File: config.mk
export PLATFORM = sky130hd
export DESIGN_NAME = apll_zone_filter
export DESIGN_NICKNAME = d
export VERILOG_FILES = /design/src/rtl/apll_filt_pkg.sv /design/src/rtl/apll_zone_classify.sv /design/src/rtl/apll_gain_shift.sv /design/src/rtl/apll_clamp.sv /design/src/rtl/apll_zone_filter.sv
export SDC_FILE = /design/constraint.sdc
export NUM_CORES = 1
export LEC_CHECK = 0
export BUFFER_PORTS_ARGS = -buffer_cell sky130_fd_sc_hd__buf_2
export CAP_MARGIN = 40
export CORE_MARGIN = 1.5
export CORE_UTILIZATION = 57
export DETAILED_ROUTE_END_ITERATION = 8
export PLACE_DENSITY = 0.81
export SYNTH_ARGS = -nofsm -noshare
export SYNTH_HDL_FRONTEND = slang
export SYNTH_SLANG_ARGS = --single-unit
File: constraint.sdc
create_clock -name clk -period 16.3 [get_ports clk]
set_input_delay 0.815 -clock clk [delete_from_list [all_inputs] [get_ports clk]]
set_output_delay 0.815 -clock clk [all_outputs]
set_load 0.05 [all_outputs]
File: src/rtl/apll_filt_pkg.sv
package apll_filt_pkg;

    typedef enum logic [1:0] {
        ZN_SLOW  = 2'd0,
        ZN_TRANS = 2'd1,
        ZN_FAST  = 2'd2
    } zone_e;

endpackage

File: src/rtl/apll_zone_classify.sv
module apll_zone_classify
    import apll_filt_pkg::*;
#(
    parameter int ERR_W = 16
) (
    input  logic signed [ERR_W-1:0] err,
    input  logic [ERR_W-1:0]        fast_thr,
    input  logic [ERR_W-1:0]        slow_thr,
    output zone_e                   zone
);
    logic [ERR_W-1:0] mag;

    always_comb begin
        // two's complement negate; the most negative value maps to 2^(ERR_W-1)
        mag = err[ERR_W-1] ? (~err + 1'b1) : err;
        if (mag >= fast_thr)      zone = ZN_FAST;
        else if (mag >= slow_thr) zone = ZN_TRANS;
        else                      zone = ZN_SLOW;
    end
endmodule

File: src/rtl/apll_gain_shift.sv
module apll_gain_shift
    import apll_filt_pkg::*;
#(
    parameter int ERR_W    = 16,
    parameter int SH_W     = 5,
    parameter int KP_FAST  = 0,
    parameter int KP_TRANS = 2,
    parameter int KP_SLOW  = 4,
    parameter int KI_FAST  = 2,
    parameter int KI_TRANS = 4,
    parameter int KI_SLOW  = 6
) (
    input  zone_e                   zone,
    input  logic signed [ERR_W-1:0] err,
    output logic signed [ERR_W-1:0] p_term,
    output logic signed [ERR_W-1:0] i_term
);
    localparam int NZ = 3;
    logic [SH_W-1:0] kp_tab [NZ];
    logic [SH_W-1:0] ki_tab [NZ];

    // one shift pair per zone, indexed by the zone code
    for (genvar z = 0; z < NZ; z++) begin : g_tab
        localparam int KP = (z == 2) ? KP_FAST : (z == 1) ? KP_TRANS : KP_SLOW;
        localparam int KI = (z == 2) ? KI_FAST : (z == 1) ? KI_TRANS : KI_SLOW;
        assign kp_tab[z] = SH_W'(KP);
        assign ki_tab[z] = SH_W'(KI);
    end

    logic [SH_W-1:0] kp_sel, ki_sel;

    always_comb begin
        kp_sel = kp_tab[0];
        ki_sel = ki_tab[0];
        for (int z = 0; z < NZ; z++) begin
            if (zone == zone_e'(z)) begin
                kp_sel = kp_tab[z];
                ki_sel = ki_tab[z];
            end
        end
        p_term = err >>> kp_sel;
        i_term = err >>> ki_sel;
    end
endmodule

File: src/rtl/apll_clamp.sv
module apll_clamp #(
    parameter int W     = 26,
    parameter int OUT_W = 24
) (
    input  logic signed [W-1:0] x,
    input  logic signed [W-1:0] lo,
    input  logic signed [W-1:0] hi,
    output logic [OUT_W-1:0]    y
);
    logic under, over;

    always_comb begin
        under = (x < lo);
        over  = (x > hi);
        if (under)     y = lo[OUT_W-1:0];
        else if (over) y = hi[OUT_W-1:0];
        else           y = x[OUT_W-1:0];
    end
endmodule

File: src/rtl/apll_zone_filter.sv
module apll_zone_filter
    import apll_filt_pkg::*;
#(
    parameter int ERR_W    = 16,
    parameter int CW_W     = 32,
    parameter int INT_W    = 24,
    parameter int INT_LIM  = 2048,
    parameter int SH_W     = 5,
    parameter int KP_FAST  = 0,
    parameter int KP_TRANS = 2,
    parameter int KP_SLOW  = 4,
    parameter int KI_FAST  = 2,
    parameter int KI_TRANS = 4,
    parameter int KI_SLOW  = 6
) (
    input  logic                    clk,
    input  logic                    rst,
    input  logic                    err_valid,
    input  logic signed [ERR_W-1:0] err_in,
    input  logic [CW_W-1:0]         base_word,
    input  logic [ERR_W-1:0]        fast_thr,
    input  logic [ERR_W-1:0]        slow_thr,
    input  logic [CW_W-1:0]         word_min,
    input  logic [CW_W-1:0]         word_max,
    output logic [CW_W-1:0]         cw_out,
    output logic                    cw_valid,
    output logic [1:0]              zone_out
);
    localparam int IW1   = INT_W + 1;
    localparam int SUM_W = CW_W + 2;
    localparam logic signed [IW1-1:0] INT_HI = IW1'(INT_LIM);
    localparam logic signed [IW1-1:0] INT_LO = -INT_HI;

    typedef struct packed {
        logic signed [INT_W-1:0] integ;
        logic [CW_W-1:0]         cw;
        logic                    vld;
        zone_e                   zone;
    } state_t;

    state_t st_d, st_q;

    zone_e                   zone_d;
    logic signed [ERR_W-1:0] p_term, i_term;
    logic signed [IW1-1:0]   integ_sum;
    logic [INT_W-1:0]        integ_new;
    logic signed [SUM_W-1:0] word_sum, word_lo, word_hi;
    logic [CW_W-1:0]         word_new;

    apll_zone_classify #(.ERR_W(ERR_W)) u_cls (
        .err      (err_in),
        .fast_thr (fast_thr),
        .slow_thr (slow_thr),
        .zone     (zone_d)
    );

    apll_gain_shift #(
        .ERR_W(ERR_W), .SH_W(SH_W),
        .KP_FAST(KP_FAST), .KP_TRANS(KP_TRANS), .KP_SLOW(KP_SLOW),
        .KI_FAST(KI_FAST), .KI_TRANS(KI_TRANS), .KI_SLOW(KI_SLOW)
    ) u_gain (
        .zone   (zone_d),
        .err    (err_in),
        .p_term (p_term),
        .i_term (i_term)
    );

    always_comb begin
        integ_sum = $signed({st_q.integ[INT_W-1], st_q.integ})
                  + $signed({{(IW1-ERR_W){i_term[ERR_W-1]}}, i_term});
    end

    apll_clamp #(.W(IW1), .OUT_W(INT_W)) u_int_clamp (
        .x  (integ_sum),
        .lo (INT_LO),
        .hi (INT_HI),
        .y  (integ_new)
    );

    always_comb begin
        word_sum = $signed({2'b00, base_word})
                 + $signed({{(SUM_W-ERR_W){p_term[ERR_W-1]}}, p_term})
                 + $signed({{(SUM_W-INT_W){integ_new[INT_W-1]}}, integ_new});
        word_lo  = $signed({2'b00, word_min});
        word_hi  = $signed({2'b00, word_max});
    end

    apll_clamp #(.W(SUM_W), .OUT_W(CW_W)) u_out_clamp (
        .x  (word_sum),
        .lo (word_lo),
        .hi (word_hi),
        .y  (word_new)
    );

    always_comb begin
        st_d     = st_q;
        st_d.vld = 1'b0;
        if (err_valid) begin
            st_d.integ = $signed(integ_new);
            st_d.cw    = word_new;
            st_d.vld   = 1'b1;
            st_d.zone  = zone_d;
        end
        if (rst) begin
            st_d.integ = '0;
            st_d.cw    = base_word;
            st_d.vld   = 1'b0;
            st_d.zone  = ZN_SLOW;
        end
    end

    always_ff @(posedge clk) begin
        st_q <= st_d;
    end

    assign cw_out   = st_q.cw;
    assign cw_valid = st_q.vld;
    assign zone_out = st_q.zone;
endmodule

==> metrics, run 1 <==
status=finished clean; combinational fraction of design power=0.835; row cnt=49; overall power=2540 uW; Final TNS setup=0 ns; Global Route Usage Sum=0.340; share of cells above drive strength 1=0.166; CTS tree=yes; dpl cells=1670; crit-path max FO=25; Die ar.=0.0193 mm^2; RSZ-0062 raised after global routing=false; Avg Cell Area, Syn=7.88 um^2; Hold-fix buffers, CTS=0; ANT cells=0; Setup violations, final=0; Layout Skew=0.0127 ns; Pleak=0.00587 uW; Root Buffer Master=clkbuf_16; Sequential Power Share=0.086; Slowest-stage cell, CP=and2_1; # DRC=0; final worst path period need=14.35 ns; Fin. Hold Viols=0; Worst EP required=16.41 ns; area grow syn2layout=10.6%; Starting Density=0.583; die width=139 um; post-synthesis sequential area ratio=0.143; routed via count=10.8k; switching portion of total power=0.578; switching power=1470 uW; Hold Path Class=reg -> reg; EDFF count, synth=32; vias in the first global route=10.0k; Max Freq=0.0697 GHz; post-cts sizing count=0; PortBufs=181; RD Place Congestion=0.996; crit path DAT=14.45 ns; post-synth cell types=81; routed wire length per instance=19.7 um; critical path class=in -> reg; post-synth net total=1669; Die Span Y=139 um; worst reg2reg startpoint=st_q[51]$_SDFFE_PP0P_; boundary pin count=182; Fill cells=1571; Worst VDD drop=0.221 mV; initial antenna violation count=0; grt ovf=0; CP Launch Type=primary input; mapped cell area=0.0105 mm^2; core area=0.0180 mm^2; Max-cap violations=0; Synth Flop Type=edfxtp_1; antenna-violating nets left=0; DP HPWL=26800 um; Routed WL=33200 um; HP Start=st_q[53]$_SDFFE_PP0P_; final cycle utilization of the critical path=0.880; CTS H-tree lvls=3; 1st-iter DRT viols=1191; Post-Synthesis Cells=1334; most common cell after layout, fill and taps aside=buf_2; PD cells=218 mW/mm^2; Worst Setup SP=err_in[0]; internal cell power=1070 uW; Num CTS Buffers=9; Yosys reg bits=59; clock power share=0.079; Worst-path clk slew=0.06 ns; First-pass DRT Iterations=5; commonest non-fill, non-tap cells in the layout=buf_2 (181), inv_1 (166), ha_1 (153); Clock Path Buffers=2; Crit. End Element=register; Vias per Instance=6.39; Synth async-reset ratio=0; first-pass GRT wire length=52500 um; Clock Latency Late Sink=0.35 ns; post-CTS setup buffer count=0; Max stage delay on crit path=0.87 ns; Pins Over Slew Limit=0; crit-path most repeated cell=ha_1; Final nets=1788; largest net degree at the start of global routing=41; fin cells=1687; slew at the pin closest to its max-slew limit=0.982 ns; Slew HR=0.345; Ys Warns=0; # clock sinks=59
## kinds of logic (layout without fill, tap and decap cells)
family | Yosys count | after routing | synth area share
xor gates and xnor gates | 54 | 54 | 0.0450
adders and majority gates | 188 | 188 | 0.249
and+or+nand+nor | 344 | 344 | 0.174
AOI/OAI and AO/OA | 432 | 432 | 0.277
muxes | 9 | 9 | 0.00892
buffers and inverters | 248 | 372 | 0.104
DFF | 59 | 59 | 0.143
## final cells by class
| class | instances | area [um^2] | area share |
|---|---|---|---|
| multi-input cells | 1027 | 7930 | 0.681 |
| flip-flops and latches | 59 | 1500 | 0.129 |
| repair buffers | 190 | 993 | 0.0854 |
| inverters | 166 | 623 | 0.0536 |
| well taps | 229 | 287 | 0.0246 |
| clock buffers | 9 | 225 | 0.0194 |
| clock inverters | 7 | 76.3 | 0.00656 |
## sequential cells by signal (all words and copies together) (netlist names)
signal / count
cw_valid: 1
st_q: 24
cw_out: 32
zone_out: 2
## synth_stat cells, types with 19 or more instances
cell type | count | area share
a211oi_1 | 24 | 0.017
ha_1 | 153 | 0.18
buf_4 | 36 | 0.026
edfxtp_1 | 32 | 0.091
nor3_1 | 20 | 0.0095
nor2_1 | 67 | 0.024
o21ai_0 | 76 | 0.036
clkbuf_1 | 30 | 0.011
nand2b_1 | 20 | 0.012
nand3_1 | 29 | 0.014
xnor2_1 | 34 | 0.028
nand2_1 | 81 | 0.029
fa_1 | 35 | 0.067
nand4_1 | 21 | 0.012
o211ai_1 | 19 | 0.014
inv_1 | 166 | 0.059
xor2_1 | 20 | 0.017
a21o_1 | 59 | 0.042
a21oi_1 | 104 | 0.050
dfxtp_1 | 27 | 0.051
## worst paths after layout
path	end	cells after the start	slack (ns)
worst min register to register	st_q[53]$_SDFFE_PP0P_	1	0.45
worst min-delay path	st_q[53]$_SDFFE_PP0P_	1	0.45
worst max register to register	cw_out[4]$_DFFE_PP_	30	5.89
worst max-delay path	cw_out[4]$_DFFE_PP_	47	1.95
## stage by stage
| stage | area (um^2) | util | setup WS (ns) | hold WS, ns |
|---|---|---|---|---|
| floorplan | 10500 | - | 4.67 | 0.426 |
| global placement | 11300 | 0.627 | 2.50 | 0.437 |
| detailed placement | 11300 | 0.628 | 1.98 | 0.445 |
| CTS | 11600 | 0.645 | 2.30 | 0.458 |
| global route | 11600 | 0.645 | 1.15 | 0.475 |
| finish | 11600 | 0.645 | 1.95 | 0.455 |
## worst max-delay path: cells and delay by family
family,cells,cell delay [ns]
AO/OA/AOI/OAI,20,6.16
XOR/XNOR,1,0.20
adder cells (fa/ha/maj),7,2.08
buffers and inverters,3,0.27
AND/OR/NAND/NOR,16,4.90
## per-layer routing
metal	vias up	GRT usage	part of all wire
li1	5090	-	-
met1	5050	0.482	0.43
met2	554	0.534	0.44
met3	83	0.0552	0.095
met4	0	0.0954	0.027
met5	-	0	0
## power by group through the flow
| stage | Sequential, uW | Clock (uW) | Combinational, uW |
|---|---|---|---|
| 4_1_cts | 217 | 202 | 2050 |
| 3_3_place_gp | 219 | 0 | 1970 |
| 2_1_floorplan | 214 | 0 | 1560 |
| 6_report | 218 | 200 | 2120 |
| 5_1_grt | 220 | 207 | 2290 |
| 3_5_place_dp | 220 | 0 | 2040 |
Note: power is estimated with default switching activity, not from simulation.
==> run 2: changes to the inputs <==
--- a/config.mk
+++ b/config.mk
@@ -8,9 +8,8 @@
 export BUFFER_PORTS_ARGS = -buffer_cell sky130_fd_sc_hd__buf_2
 export CAP_MARGIN = 40
 export CORE_MARGIN = 1.5
-export CORE_UTILIZATION = 57
+export CORE_UTILIZATION = 30
 export DETAILED_ROUTE_END_ITERATION = 8
-export PLACE_DENSITY = 0.81
 export SYNTH_ARGS = -nofsm -noshare
 export SYNTH_HDL_FRONTEND = slang
 export SYNTH_SLANG_ARGS = --single-unit
==> run 2 against run 1 <==
Compared with the run above:
- critical path depth decreased by 1
- cell count increased by 14%
- power decreased by 1.1%
- global-route usage decreased by 15 points
- utilization decreased by 30 points
- flip-flop and latch count unchanged
- sequential power about the same
- non-clock buffer count increased by 2
- register-to-register slack improved by 0.24 ns
- count of clock-buffer cells in the layout unchanged
- critical endpoint is now cw_out[22]$_DFFE_PP_
- largest cell class unchanged
- highest routed layer unchanged
==> metrics, run 2 (synthesized netlist as in run 1, its figures left out) <==
status=finished clean; Finished Cell Area=0.0119 mm^2 (+2.3%); Buf/Inv on CP=4 (+1); hold endpoint=st_q[51]$_SDFFE_PP0P_; Clock Latency Late Sink=0.35 ns (about the same); routed wire length per instance=18.2 um (-7.4%); footprint of the multi-input gates=0.00793 mm^2 (unchanged); Starting Density=0.304 (-0.279); Max Freq=0.0720 GHz (+3.3%); dpl cells=1897 (+14%); Max stage delay on crit path=0.78 ns (-0.09 ns); initial antenna violation count=0 (unchanged); routed via count=10.5k (-2.9%); Hold-fix buffers, CTS=0 (unchanged); RSZ-0062 raised after global routing=false; Pins Over Slew Limit=0 (unchanged); Fin. Hold Viols=0 (unchanged); Worst EP required=16.35 ns (-0.06 ns); vias in the first global route=9947 (-0.57%); # DRC=0 (unchanged); Layout Skew=0.0161 ns (+0.00337 ns); Global Route Usage Sum=0.190 (-0.150); row cnt=68 (+39%); Worst Setup SP=err_in[0]; fin cells=1915 (+14%); Hold Path Class=reg -> reg; Final nets=1790 (+0.11%); Max-cap violations=0 (unchanged); Fill cells=3723 (+140%); Pleak=0.00587 uW (about the same); CP delay by family, top=compound AO/OA/AOI/OAI gates; post-cts sizing count=0 (unchanged); most common cell after layout, fill and taps aside=buf_2; final worst path period need=13.89 ns (-0.452 ns); Crit. End Element=register; Final TNS setup=0 ns (unchanged); Num CTS Buffers=9 (unchanged); final cycle utilization of the critical path=0.852 (-0.0277); CTS H-tree lvls=3 (unchanged); ANT cells=0 (unchanged); crit-path max FO=25 (unchanged); First-pass DRT Iterations=5 (unchanged); area grow syn2layout=13.2%; first-pass GRT wire length=54000 um (+2.9%); post-CTS setup buffer count=0 (unchanged); Hold Path Stages=1 (unchanged); max reg flops=32 (unchanged); crit path DAT=13.94 ns (-0.51 ns); PortBufs=181 (unchanged); Slew HR=0.369 (+0.0241); commonest non-fill, non-tap cells in the layout=buf_2 (181), inv_1 (166), ha_1 (153); critical path class=in -> reg; post-route setup slack=2.41 ns (+0.452 ns); RD Place Congestion=0.944 (-5.2%); CP Launch Type=primary input; Stages on worst setup path=46 (-2.1%); Register Area=0.00150 mm^2 (unchanged); Worst VDD drop=0.126 mV (-43%); reg2reg end=cw_out[22]$_DFFE_PP_; Setup violations, final=0 (unchanged); crit-path most repeated cell=ha_1; pre-CTS setup slack=2.29 ns (+0.303 ns); PD cells=211 mW/mm^2 (-3.4%); CTS tree=yes; instance area at placement=0.0116 mm^2 (+2.6%); r2r setup slk=6.13 ns (+0.24 ns); Vias per Instance=5.47 (-14%); boundary pin count=182 (unchanged); core area=0.0345 mm^2 (+92%); share of cells above drive strength 1=0.167 (+0.00114); 1st-iter DRT viols=817 (-31%); slew at the pin closest to its max-slew limit=0.922 ns (-0.0601 ns); Clock Path Buffers=2 (unchanged); Root Buffer Master=clkbuf_16; antenna-violating nets left=0 (unchanged); hold_ws=0.454 ns (-0.00129 ns); R2R cell count=30 (unchanged); # clock sinks=59 (unchanged); Die Span Y=190 um (+37%); Slowest-stage cell, CP=a2111oi_0; Die ar.=0.0362 mm^2 (+88%); worst reg2reg startpoint=st_q[51]$_SDFFE_PP0P_; Worst-path clk slew=0.06 ns (about the same); die width=190 um (+37%); largest net degree at the start of global routing=41 (unchanged); HP Start=st_q[51]$_SDFFE_PP0P_; Routed WL=34900 um (+5.2%); DP HPWL=28900 um (+8.0%); grt ovf=0 (unchanged)
-- run 2: per-layer routing --
metal | GRT usage | share of wire | vias up
li1 | - | - | 5075
met1 | 0.253 | 0.45 | 4956
met3 | 0.0226 | 0.059 | 60
met5 | 0 | 0 | -
met4 | 0.0751 | 0.038 | 0
met2 | 0.312 | 0.45 | 377
-- run 2: cell type report --
class	instances	share of cell area
Clock inverter	7	0.00368
Timing Repair Buffer	192	0.0853
Sequential cell	59	0.126
Clock buffer	9	0.0189
Multi-Input combinational cell	1027	0.666
Tap cell	455	0.0478
Inverter	166	0.0523
-- run 2: worst max path at each step --
stage / slack [ns] / to
2_1_floorplan: 4.67 / cw_out[11]$_DFFE_PP_
3_3_place_gp: 2.41 / cw_out[13]$_DFFE_PP_
3_5_place_dp: 2.29 / cw_out[22]$_DFFE_PP_
4_1_cts: 2.60 / cw_out[22]$_DFFE_PP_
5_1_grt: 1.42 / cw_out[22]$_DFFE_PP_
6_report: 2.41 / cw_out[22]$_DFFE_PP_
-- run 2: report_power, final --
part	internal [uW]	switching [uW]
sequential	203	13.8
clock	102	83.2
combinational	763	1350
total	1070	1440
-- run 2: metrics by stage --
step            util  power (uW)
2_1_floorplan      -        1770
3_3_place_gp   0.335        2210
3_5_place_dp   0.336        2280
4_1_cts        0.344        2470
5_1_grt        0.345        2730
6_report       0.345        2510
